File: src/rtl/pdp_pkg.sv
`timescale 1ns/1ps
package pdp_pkg;
    // direction of the beat in the previous cycle (shared mode)
    typedef enum logic [1:0] {
        LAST_NONE = 2'd0,
        LAST_WR   = 2'd1,
        LAST_RD   = 2'd2
    } pdp_last_e;
endpackage

File: src/rtl/pdp_dev_enc.sv
`timescale 1ns/1ps
module pdp_dev_enc #(
    parameter int DEV_W = 3
) (
    input  logic             cfg_many_i,
    input  logic [DEV_W-1:0] dev_i,
    output logic             ok_o,
    output logic [DEV_W-1:0] code_o
);
    localparam int MANY_LIM = (1 << DEV_W) - 1;
    localparam int FEW_LIM  = 2;

    always_comb begin
        if (cfg_many_i) begin
            ok_o   = int'(dev_i) < MANY_LIM;
            code_o = dev_i + DEV_W'(1);
        end else begin
            ok_o   = int'(dev_i) < FEW_LIM;
            code_o = DEV_W'(1) << dev_i;
        end
        if (!ok_o) begin
            code_o = '0;
        end
    end
endmodule

File: src/rtl/pdp_idle_park.sv
`timescale 1ns/1ps
module pdp_idle_park #(
    parameter int CNT_W = 8
) (
    input  logic             clk,
    input  logic             rst_n,
    input  logic             en_i,
    input  logic             rd_req_i,
    input  logic [CNT_W-1:0] lim_i,
    output logic             park_o
);
    typedef struct packed {
        logic [CNT_W-1:0] cnt;
    } idle_st_t;

    idle_st_t st_d, st_q;

    always_comb begin
        st_d = st_q;
        if (rd_req_i) begin
            st_d.cnt = '0;
        end else if (st_q.cnt != {CNT_W{1'b1}}) begin
            st_d.cnt = st_q.cnt + CNT_W'(1);
        end
        park_o = en_i && !rd_req_i && (st_q.cnt >= lim_i);
    end

    always_ff @(posedge clk) begin
        if (!rst_n) st_q <= '0;
        else        st_q <= st_d;
    end

    // any receive request hands the receive half back to the slave
    p_release_on_req_r10: assert property (@(posedge clk) disable iff (!rst_n)
        rd_req_i |-> !park_o)
        else $error("receive half still driven while a read is requested");

    p_zero_limit_parks_r10: assert property (@(posedge clk) disable iff (!rst_n)
        (en_i && !rd_req_i && lim_i == '0) |-> park_o)
        else $error("zero idle limit did not drive the receive half");
endmodule

File: src/rtl/pdp_bidir_ctl.sv
`timescale 1ns/1ps
module pdp_bidir_ctl (
    input  logic clk,
    input  logic rst_n,
    input  logic en_i,
    input  logic wr_req_i,
    input  logic rd_req_i,
    input  logic dev_ok_i,
    input  logic tx_empty_i,
    input  logic rx_full_i,
    output logic wr_beat_o,
    output logic rd_beat_o
);
    import pdp_pkg::*;

    typedef struct packed {
        pdp_last_e last;
    } dir_st_t;

    dir_st_t st_d, st_q;
    logic    want_wr, want_rd, turn, wr_beat, rd_beat;

    always_comb begin
        want_wr = wr_req_i && dev_ok_i && !tx_empty_i;
        want_rd = rd_req_i && dev_ok_i && !rx_full_i && !want_wr;
        turn    = en_i && ((want_wr && st_q.last == LAST_RD) ||
                           (want_rd && st_q.last == LAST_WR));
        wr_beat = en_i && want_wr && (st_q.last != LAST_RD);
        rd_beat = en_i && want_rd && (st_q.last != LAST_WR);
        st_d    = st_q;
        if (wr_beat)      st_d.last = LAST_WR;
        else if (rd_beat) st_d.last = LAST_RD;
        else              st_d.last = LAST_NONE;
    end

    always_ff @(posedge clk) begin
        if (!rst_n) st_q <= '{last: LAST_NONE};
        else        st_q <= st_d;
    end

    assign wr_beat_o = wr_beat;
    assign rd_beat_o = rd_beat;

    p_rd_gap_before_wr_r5: assert property (@(posedge clk) disable iff (!rst_n)
        rd_beat |=> !wr_beat)
        else $error("write beat right after read beat");

    p_wr_gap_before_rd_r5: assert property (@(posedge clk) disable iff (!rst_n)
        wr_beat |=> !rd_beat)
        else $error("read beat right after write beat");

    p_turn_is_quiet_r5: assert property (@(posedge clk) disable iff (!rst_n)
        turn |-> !(wr_beat || rd_beat))
        else $error("beat issued in a turnaround cycle");

    p_write_first_r4: assert property (@(posedge clk) disable iff (!rst_n)
        (wr_req_i && rd_req_i && dev_ok_i && !tx_empty_i) |-> !rd_beat)
        else $error("read chosen over an eligible write");
endmodule

File: src/rtl/pdp_split_ctl.sv
`timescale 1ns/1ps
module pdp_split_ctl #(
    parameter int DW = 64
) (
    input  logic              clk,
    input  logic              rst_n,
    input  logic              en_i,
    input  logic              wr_req_i,
    input  logic              rd_req_i,
    input  logic              dev_ok_i,
    input  logic              tx_empty_i,
    input  logic              rx_full_i,
    input  logic [DW-1:0]     tx_data_i,
    input  logic [DW/8-1:0]   tx_ben_i,
    input  logic [DW/2-1:0]   rx_half_i,
    input  logic [DW/16-1:0]  rx_half_ben_i,
    output logic              wr_beat_o,
    output logic              rd_beat_o,
    output logic              tx_pop_o,
    output logic              rx_push_o,
    output logic [DW/2-1:0]   tx_half_o,
    output logic [DW/16-1:0]  tx_half_ben_o,
    output logic [DW-1:0]     rx_word_o,
    output logic [DW/8-1:0]   rx_word_ben_o
);
    localparam int HW  = DW / 2;
    localparam int BW  = DW / 8;
    localparam int HBW = BW / 2;

    typedef struct packed {
        logic           tx_ph;
        logic           rx_ph;
        logic [HW-1:0]  rx_lo;
        logic [HBW-1:0] rx_lo_ben;
    } half_st_t;

    half_st_t st_d, st_q;
    logic     wr_beat, rd_beat;

    always_comb begin
        wr_beat = en_i && wr_req_i && dev_ok_i && !tx_empty_i;
        rd_beat = en_i && rd_req_i && dev_ok_i && !rx_full_i;
        st_d    = st_q;
        if (wr_beat) begin
            st_d.tx_ph = !st_q.tx_ph;
        end
        if (rd_beat) begin
            st_d.rx_ph = !st_q.rx_ph;
            if (!st_q.rx_ph) begin
                st_d.rx_lo     = rx_half_i;
                st_d.rx_lo_ben = rx_half_ben_i;
            end
        end
    end

    always_ff @(posedge clk) begin
        if (!rst_n) st_q <= '0;
        else        st_q <= st_d;
    end

    assign wr_beat_o     = wr_beat;
    assign rd_beat_o     = rd_beat;
    assign tx_pop_o      = wr_beat && st_q.tx_ph;
    assign rx_push_o     = rd_beat && st_q.rx_ph;
    assign tx_half_o     = st_q.tx_ph ? tx_data_i[DW-1:HW] : tx_data_i[HW-1:0];
    assign tx_half_ben_o = st_q.tx_ph ? tx_ben_i[BW-1:HBW] : tx_ben_i[HBW-1:0];
    assign rx_word_o     = {rx_half_i, st_q.rx_lo};
    assign rx_word_ben_o = {rx_half_ben_i, st_q.rx_lo_ben};

    // a word takes two beats, so two pops can never be adjacent
    p_pop_every_other_r6: assert property (@(posedge clk) disable iff (!rst_n)
        tx_pop_o |=> !tx_pop_o)
        else $error("transmit word popped after a single half");

    p_push_every_other_r8: assert property (@(posedge clk) disable iff (!rst_n)
        rx_push_o |=> !rx_push_o)
        else $error("receive word pushed after a single half");
endmodule

File: src/rtl/periph_dpath.sv
`timescale 1ns/1ps
module periph_dpath #(
    parameter int DATA_W = 64,
    parameter int IDLE_W = 8,
    parameter int DEV_W  = 3
) (
    input  logic                  clk,
    input  logic                  rst_n,
    input  logic                  cfg_split_i,
    input  logic                  cfg_many_i,
    input  logic [IDLE_W-1:0]     cfg_idle_lim_i,
    input  logic                  wr_req_i,
    input  logic                  rd_req_i,
    input  logic [DEV_W-1:0]      dev_i,
    input  logic                  tx_empty_i,
    input  logic [DATA_W-1:0]     tx_data_i,
    input  logic [DATA_W/8-1:0]   tx_ben_i,
    output logic                  tx_pop_o,
    input  logic                  rx_full_i,
    output logic                  rx_push_o,
    output logic [DATA_W-1:0]     rx_data_o,
    output logic [DATA_W/8-1:0]   rx_ben_o,
    input  logic [DATA_W-1:0]     bus_dat_i,
    output logic [DATA_W-1:0]     bus_dat_o,
    output logic [1:0]            bus_dat_oe_o,
    input  logic [DATA_W/8-1:0]   bus_ben_i,
    output logic [DATA_W/8-1:0]   bus_ben_o,
    output logic [1:0]            bus_ben_oe_o,
    output logic                  bus_wr_o,
    output logic                  bus_rd_o,
    output logic [DEV_W-1:0]      bus_dev_o
);
    localparam int HALF_W = DATA_W / 2;
    localparam int BEN_W  = DATA_W / 8;
    localparam int HBEN_W = BEN_W / 2;

    logic              dev_ok;
    logic [DEV_W-1:0]  dev_code;
    logic              b_en, s_en;
    logic              b_wr, b_rd;
    logic              s_wr, s_rd, s_pop, s_push;
    logic [HALF_W-1:0] s_tx_half;
    logic [HBEN_W-1:0] s_tx_half_ben;
    logic [DATA_W-1:0] s_rx_word;
    logic [BEN_W-1:0]  s_rx_word_ben;
    logic              park, lo_drive;

    assign b_en = rst_n && !cfg_split_i;
    assign s_en = rst_n && cfg_split_i;

    pdp_dev_enc #(.DEV_W(DEV_W)) u_dev (
        .cfg_many_i (cfg_many_i),
        .dev_i      (dev_i),
        .ok_o       (dev_ok),
        .code_o     (dev_code)
    );

    pdp_bidir_ctl u_bidir (
        .clk        (clk),
        .rst_n      (rst_n),
        .en_i       (b_en),
        .wr_req_i   (wr_req_i),
        .rd_req_i   (rd_req_i),
        .dev_ok_i   (dev_ok),
        .tx_empty_i (tx_empty_i),
        .rx_full_i  (rx_full_i),
        .wr_beat_o  (b_wr),
        .rd_beat_o  (b_rd)
    );

    pdp_split_ctl #(.DW(DATA_W)) u_split (
        .clk           (clk),
        .rst_n         (rst_n),
        .en_i          (s_en),
        .wr_req_i      (wr_req_i),
        .rd_req_i      (rd_req_i),
        .dev_ok_i      (dev_ok),
        .tx_empty_i    (tx_empty_i),
        .rx_full_i     (rx_full_i),
        .tx_data_i     (tx_data_i),
        .tx_ben_i      (tx_ben_i),
        .rx_half_i     (bus_dat_i[HALF_W-1:0]),
        .rx_half_ben_i (bus_ben_i[HBEN_W-1:0]),
        .wr_beat_o     (s_wr),
        .rd_beat_o     (s_rd),
        .tx_pop_o      (s_pop),
        .rx_push_o     (s_push),
        .tx_half_o     (s_tx_half),
        .tx_half_ben_o (s_tx_half_ben),
        .rx_word_o     (s_rx_word),
        .rx_word_ben_o (s_rx_word_ben)
    );

    pdp_idle_park #(.CNT_W(IDLE_W)) u_idle (
        .clk      (clk),
        .rst_n    (rst_n),
        .en_i     (cfg_split_i),
        .rd_req_i (rd_req_i),
        .lim_i    (cfg_idle_lim_i),
        .park_o   (park)
    );

    assign lo_drive = !rst_n || park;

    always_comb begin
        if (cfg_split_i) begin
            bus_dat_o    = {(s_wr ? s_tx_half : {HALF_W{1'b0}}), {HALF_W{1'b0}}};
            bus_ben_o    = {(s_wr ? s_tx_half_ben : {HBEN_W{1'b1}}), {HBEN_W{1'b1}}};
            bus_dat_oe_o = {1'b1, lo_drive};
            bus_ben_oe_o = {1'b1, lo_drive};
            bus_wr_o     = s_wr;
            bus_rd_o     = s_rd;
            tx_pop_o     = s_pop;
            rx_push_o    = s_push;
            rx_data_o    = s_rx_word;
            rx_ben_o     = s_rx_word_ben;
        end else begin
            bus_dat_o    = b_wr ? tx_data_i : {DATA_W{1'b0}};
            bus_ben_o    = b_wr ? tx_ben_i : {BEN_W{1'b1}};
            bus_dat_oe_o = {b_wr, b_wr};
            bus_ben_oe_o = {b_wr, b_wr};
            bus_wr_o     = b_wr;
            bus_rd_o     = b_rd;
            tx_pop_o     = b_wr;
            rx_push_o    = b_rd;
            rx_data_o    = bus_dat_i;
            rx_ben_o     = bus_ben_i;
        end
        bus_dev_o = (bus_wr_o || bus_rd_o) ? dev_code : {DEV_W{1'b0}};
    end

    p_no_pop_empty_r3: assert property (@(posedge clk) disable iff (!rst_n)
        tx_pop_o |-> !tx_empty_i)
        else $error("pop from empty transmit FIFO");

    p_no_push_full_r3: assert property (@(posedge clk) disable iff (!rst_n)
        rx_push_o |-> !rx_full_i)
        else $error("push into full receive FIFO");

    p_tx_half_driven_r7: assert property (@(posedge clk) disable iff (!rst_n)
        cfg_split_i |-> (bus_dat_oe_o[1] && bus_ben_oe_o[1]))
        else $error("transmit half released in split mode");

    p_read_releases_pins_r2: assert property (@(posedge clk) disable iff (!rst_n)
        (!cfg_split_i && bus_rd_o) |-> (bus_dat_oe_o == 2'b00 && bus_ben_oe_o == 2'b00))
        else $error("pins driven during a shared-mode read");

    p_shared_idle_quiet_r11: assert property (@(posedge clk) disable iff (!rst_n)
        (!cfg_split_i && !bus_wr_o) |-> (bus_dat_oe_o == 2'b00))
        else $error("shared bus driven without a write");

    p_few_dev_onehot_r12: assert property (@(posedge clk) disable iff (!rst_n)
        (!cfg_many_i && (bus_wr_o || bus_rd_o)) |-> ($countones(bus_dev_o) == 1))
        else $error("few-device select is not one-hot");

    p_no_beat_no_dev_r12: assert property (@(posedge clk) disable iff (!rst_n)
        !(bus_wr_o || bus_rd_o) |-> (bus_dev_o == '0))
        else $error("device select active without a beat");
endmodule

File: config.mk
export PLATFORM = sky130hd
export DESIGN_NAME = periph_dpath
export DESIGN_NICKNAME = d
export VERILOG_FILES = /design/src/rtl/pdp_pkg.sv /design/src/rtl/pdp_dev_enc.sv /design/src/rtl/pdp_idle_park.sv /design/src/rtl/pdp_bidir_ctl.sv /design/src/rtl/pdp_split_ctl.sv /design/src/rtl/periph_dpath.sv
export SDC_FILE = /design/constraint.sdc
export NUM_CORES = 1
export LEC_CHECK = 0
export BUFFER_PORTS_ARGS = -buffer_cell sky130_fd_sc_hd__buf_2
export CAP_MARGIN = 5
export CORE_AREA = 3 3 124 126
export CTS_CLUSTER_DIAMETER = 40
export DETAILED_ROUTE_END_ITERATION = 8
export DIE_AREA = 0 0 127 129
export PLACE_DENSITY_LB_ADDON = 0.3
export SYNTH_ARGS = -nofsm -noshare
export SYNTH_HDL_FRONTEND = slang
export SYNTH_SLANG_ARGS = --single-unit
File: constraint.sdc
create_clock -name clk -period 1.6 [get_ports clk]
set_input_delay 0.08 -clock clk [delete_from_list [all_inputs] [get_ports clk]]
set_output_delay 0.08 -clock clk [all_outputs]
set_load 0.005 [all_outputs]
==> results by stage <==
Status:
- The flow ran to the end, but the final reports show violations.
- The final reports fail on setup timing.

Global routing:
- The aggregate global routing overflow is 0.
- The number of antenna violations at the first check in global routing is 0.
- The global-route wire length before repair is around 22000 um.
- Entering global routing, the biggest net connects 73 pins.
- Global routing used 16.6% of the available tracks.
- The number of global-route vias before repair is around 4k.

STA:
- The total count of hold-check failures in the final report came to 0.
- The actual slew at the worst max-slew pin is approximately 440 ps.
- The achievable frequency is about 520 MHz.
- Setup violations remaining at the end of the flow were counted as 74.
- The post-route clock skew is 4.84 ps.
- In the finished design, the share of the clock period the worst path needs comes to 120%.
- Setup repair after global routing could not meet its margin everywhere.
- The smallest clock period supported by the final layout is computed as 1910 ps.
- The normalized max-slew margin is 69.7%.
- After layout, the worst setup slack is -315 ps.
- The final-report max-slew violation count is 0.

Critical path:
- The critical path in this run is classified as reg2out.
- STA classifies the critical path endpoint as a primary output.
- The worst setup path is launched from a flop.
- Data on the critical path is required at its endpoint by between 1500 and 2000 ps.
- The highest net fanout along the worst path is 2.
- The arrival time of data at the critical path endpoint is 1830 ps.

Route:
- The final layout contains routed wiring with a total length of 16100 um.
- Detailed routing inserted a total of 4638 vias.
- The highest routing layer actually used is met4.
- The routed length on met3 is 1090 um.
- The met2 layer wire length in the routed design is 8270 um.
- In the routed design, unresolved DRC markers number 0.
- The detail-routed via count per cell is 4.76.
- The detailed-routing iteration count for the pre-antenna-repair pass is 4.
- The antenna violation net count after detailed routing is 0.
- The wire length on met1 is 6470 um.
- In this run, the number of DRC markers left after iteration 0 of detailed routing was 154.
- The post-detailed-route wirelength per cell is 16.6 um.

Place:
- Routability-driven placement finished with a final weighted congestion of 0.818.
- The quantity of I/O buffers inserted on ports is roughly 320.
- Detailed placement ended at an HPWL of 11600 um.
- OpenSTA, run right after detailed placement, puts the worst setup slack at -71.7 ps.

Clock tree:
- The clock insertion delay at the later pin of the skew report is 290 ps.
- The number of buffers created by CTS is 5.
- The clock slew seen by the registers of the worst setup and hold paths is 70 ps.
- TritonCTS built the clock tree.
- The number of H-tree levels is 2.
- In this run the clock root is driven by a sky130_fd_sc_hd__clkbuf_16.
- The clock sink total is 48.
- The buffer levels on the longest clock path is 2.

Synthesis:
- In the synthesized netlist the async set-or-reset flop fraction comes to 0%.
- The post-synthesis net count is 628.
- After synthesis, the largest area contributor takes up ~25% of total cell area.
- The library cell with the largest summed area after synthesis is sky130_fd_sc_hd__dfxtp_1.
- In the post-synthesis netlist, the biggest area contributors are sky130_fd_sc_hd__dfxtp_1 (25%), sky130_fd_sc_hd__mux2_2 (21%), sky130_fd_sc_hd__a22o_1 (7.4%), sky130_fd_sc_hd__and2_1 (6.0%), sky130_fd_sc_hd__nand3_1 (4.9%).
- Yosys mapped a number of flops with a built-in enable equal to 0.
- The number of distinct library cells after synthesis is 44.
- In the synthesized netlist, the number of instances is 452.
- Summing every instance area after synthesis gives 3770 um^2.
- The flip-flop and latch count after synthesis is 48.
- The sequential cell area fraction in the yosys report is 25.5%.
- The most used flip-flop cell after synthesis is sky130_fd_sc_hd__dfxtp_1.
- The average footprint of a synthesized cell is 8.35 um^2.
- The total of warnings raised by yosys is 0.

Final layout:
- Cells fill 45.5% of the core in the end.
- The count of fill cells added during filler insertion is around 1.4k.
- The area overhead of the layout relative to synthesis is 73.8%.
- The number of nets at the end of the flow is 966.
- The share of cells above drive strength 1 is 63.8%.
- The number of antenna diodes is 0.

Floorplan:
- In this run the horizontal extent of the chip is 127 um.
- The height of the die is around 130 um.
- The overall die area is ~16000 um^2.
- The floorplan has 44 rows.
- The region available for standard cell placement spans 14400 um^2.
- Once the floorplan was initialized, standard cells occupied 26.2% of the core.
- The top-level I/O count is 318.

Min path:
- The path class of the tightest hold or removal check is in2reg.

Run:
- Max-cap violations in this run came to 0.

Power and ir drop:
- The largest voltage drop on the vdd net is 0.430 mV.
- The power density over the cells is 504 nW/um^2.
- In this run the static leakage power is 0.00323 uW.
[report_power, final]
group,leakage [uW],switching (uW),internal [uW]
Clock,0.0000701,452,623
Combinational,0.00277,443,549
Sequential,0.000391,14.9,1220
Total,0.00323,910,2390
[registers in the layout, summed over array words and instances (netlist names)]
register and cells:
u_split.rx_word_o 32, u_bidir.st_q 2, u_split.st_q 2, u_split.rx_word_ben_o 4
u_idle.st_q 8
[worst max-delay path: stages (launching register included)]
cell and delay, ps:
sky130_fd_sc_hd__dfxtp_2 330, sky130_fd_sc_hd__inv_2 50, sky130_fd_sc_hd__ha_4 240, sky130_fd_sc_hd__nand2b_4 120
sky130_fd_sc_hd__a2111oi_4 60, sky130_fd_sc_hd__o31a_1 320, sky130_fd_sc_hd__o31ai_2 270, sky130_fd_sc_hd__buf_2 160
[layout make-up]
cell class | instances | area (um^2) | area share, %
Clock buffer | 7 | 143 | 2.17
Clock inverter | 1 | 7.51 | 0.114
Inverter | 16 | 60.1 | 0.916
Sequential cell | 48 | 967 | 14.7
Timing Repair Buffer | 368 | 2360 | 36.0
Multi-Input combinational cell | 351 | 2790 | 42.6
Tap cell | 184 | 230 | 3.51
[per-layer routing]
metal  global-route usage, %  vias up
li1                        -     2299
met1                    20.5     2111
met2                    30.5      213
met3                    2.62       15
met4                    3.85        0
met5                       0        -
[cell usage in the layout, fill, tap and decap left out, drive strengths merged, types with 2 or more instances in the layout]
cell type / synthesis / routed
xor2: 3 / 3
mux2i: 2 / 2
dfxtp: 48 / 48
nor2: 18 / 18
and3: 3 / 3
nand3: 37 / 37
inv: 16 / 16
a22o: 32 / 32
buf: 23 / 366
a2bb2oi: 4 / 4
o21ai: 39 / 39
nand4: 6 / 6
and2: 37 / 37
nor2b: 8 / 8
a2111oi: 3 / 3
nand2b: 8 / 8
nand2: 40 / 40
ha: 13 / 13
o31a: 2 / 2
a22oi: 2 / 2
nor3: 7 / 7
xnor2: 2 / 2
mux2: 72 / 72
clkbuf: 14 / 9
[synth_stat cells, types with 2 or more instances]
| library cell | number |
|---|---|
| sky130_fd_sc_hd__nor2b_1 | 8 |
| sky130_fd_sc_hd__buf_4 | 7 |
| sky130_fd_sc_hd__nor2_1 | 18 |
| sky130_fd_sc_hd__and3_1 | 3 |
| sky130_fd_sc_hd__a22oi_1 | 2 |
| sky130_fd_sc_hd__nand4_1 | 5 |
| sky130_fd_sc_hd__mux2_2 | 72 |
| sky130_fd_sc_hd__a22o_1 | 32 |
| sky130_fd_sc_hd__nand2_1 | 40 |
| sky130_fd_sc_hd__nand2b_1 | 8 |
| sky130_fd_sc_hd__xor2_1 | 3 |
| sky130_fd_sc_hd__dfxtp_1 | 48 |
| sky130_fd_sc_hd__buf_2 | 9 |
| sky130_fd_sc_hd__o21ai_1 | 2 |
| sky130_fd_sc_hd__nor3_1 | 6 |
| sky130_fd_sc_hd__o31a_1 | 2 |
| sky130_fd_sc_hd__mux2i_1 | 2 |
| sky130_fd_sc_hd__and2_1 | 36 |
| sky130_fd_sc_hd__clkbuf_1 | 14 |
| sky130_fd_sc_hd__nand3_1 | 37 |
| sky130_fd_sc_hd__inv_1 | 16 |
| sky130_fd_sc_hd__buf_1 | 7 |
| sky130_fd_sc_hd__o21ai_0 | 37 |
| sky130_fd_sc_hd__ha_1 | 13 |
| sky130_fd_sc_hd__a2bb2oi_1 | 4 |
| sky130_fd_sc_hd__a2111oi_0 | 2 |
| sky130_fd_sc_hd__xnor2_1 | 2 |
[worst paths after layout]
| path | startpoint | end | slack [ps] | depth (start not counted) |
|---|---|---|---|---|
| min reg2reg | u_split.rx_word_o[12] | u_split.rx_word_o[12] | 450 | 2 |
| max | u_idle.st_q[0] | bus_dat_oe_o[0] | -310 | 7 |
| min | bus_ben_i[0] | u_split.rx_word_ben_o[0] | 30 | 3 |
| max reg2reg | u_idle.st_q[0] | u_idle.st_q[1] | 140 | 7 |
[cell families after synthesis]
| family | Yosys count | share of synthesized area [%] |
|---|---|---|
| muxes | 74 | 22.0 |
| adders and majority gates | 13 | 4.31 |
| xor gates and xnor gates | 5 | 1.16 |
| and+or+nand+nor | 166 | 23.0 |
| DFF | 48 | 25.5 |
| buffers and inverters | 53 | 6.26 |
| AOI/OAI and AO/OA | 93 | 17.8 |
[stage by stage]
step / instances / cell area (um^2) / setup TNS (ps) / power [uW] / hold slack [ps]
after floorplan: 452 / 3780 / 0 / 1660 / 210
after global placement: 949 / 5730 / -941 / 2160 / 324
after detailed placement: 949 / 5730 / -1800 / 2160 / 333
after CTS: 966 / 6150 / -6000 / 3310 / 25.6
after global routing: 975 / 6560 / -15550 / 3490 / 41.5
final: 975 / 6560 / -8790 / 3300 / 31.9
[timing repair]
action,CTS,global route
pin swaps,10,34
setup endpoints to repair,71,72
resized for setup,26,70
buffers inserted,4,7
hold buffers,0,0
hold endpoints to repair,0,0
gates cloned,5,4
Power figures use the tool's default switching activity.
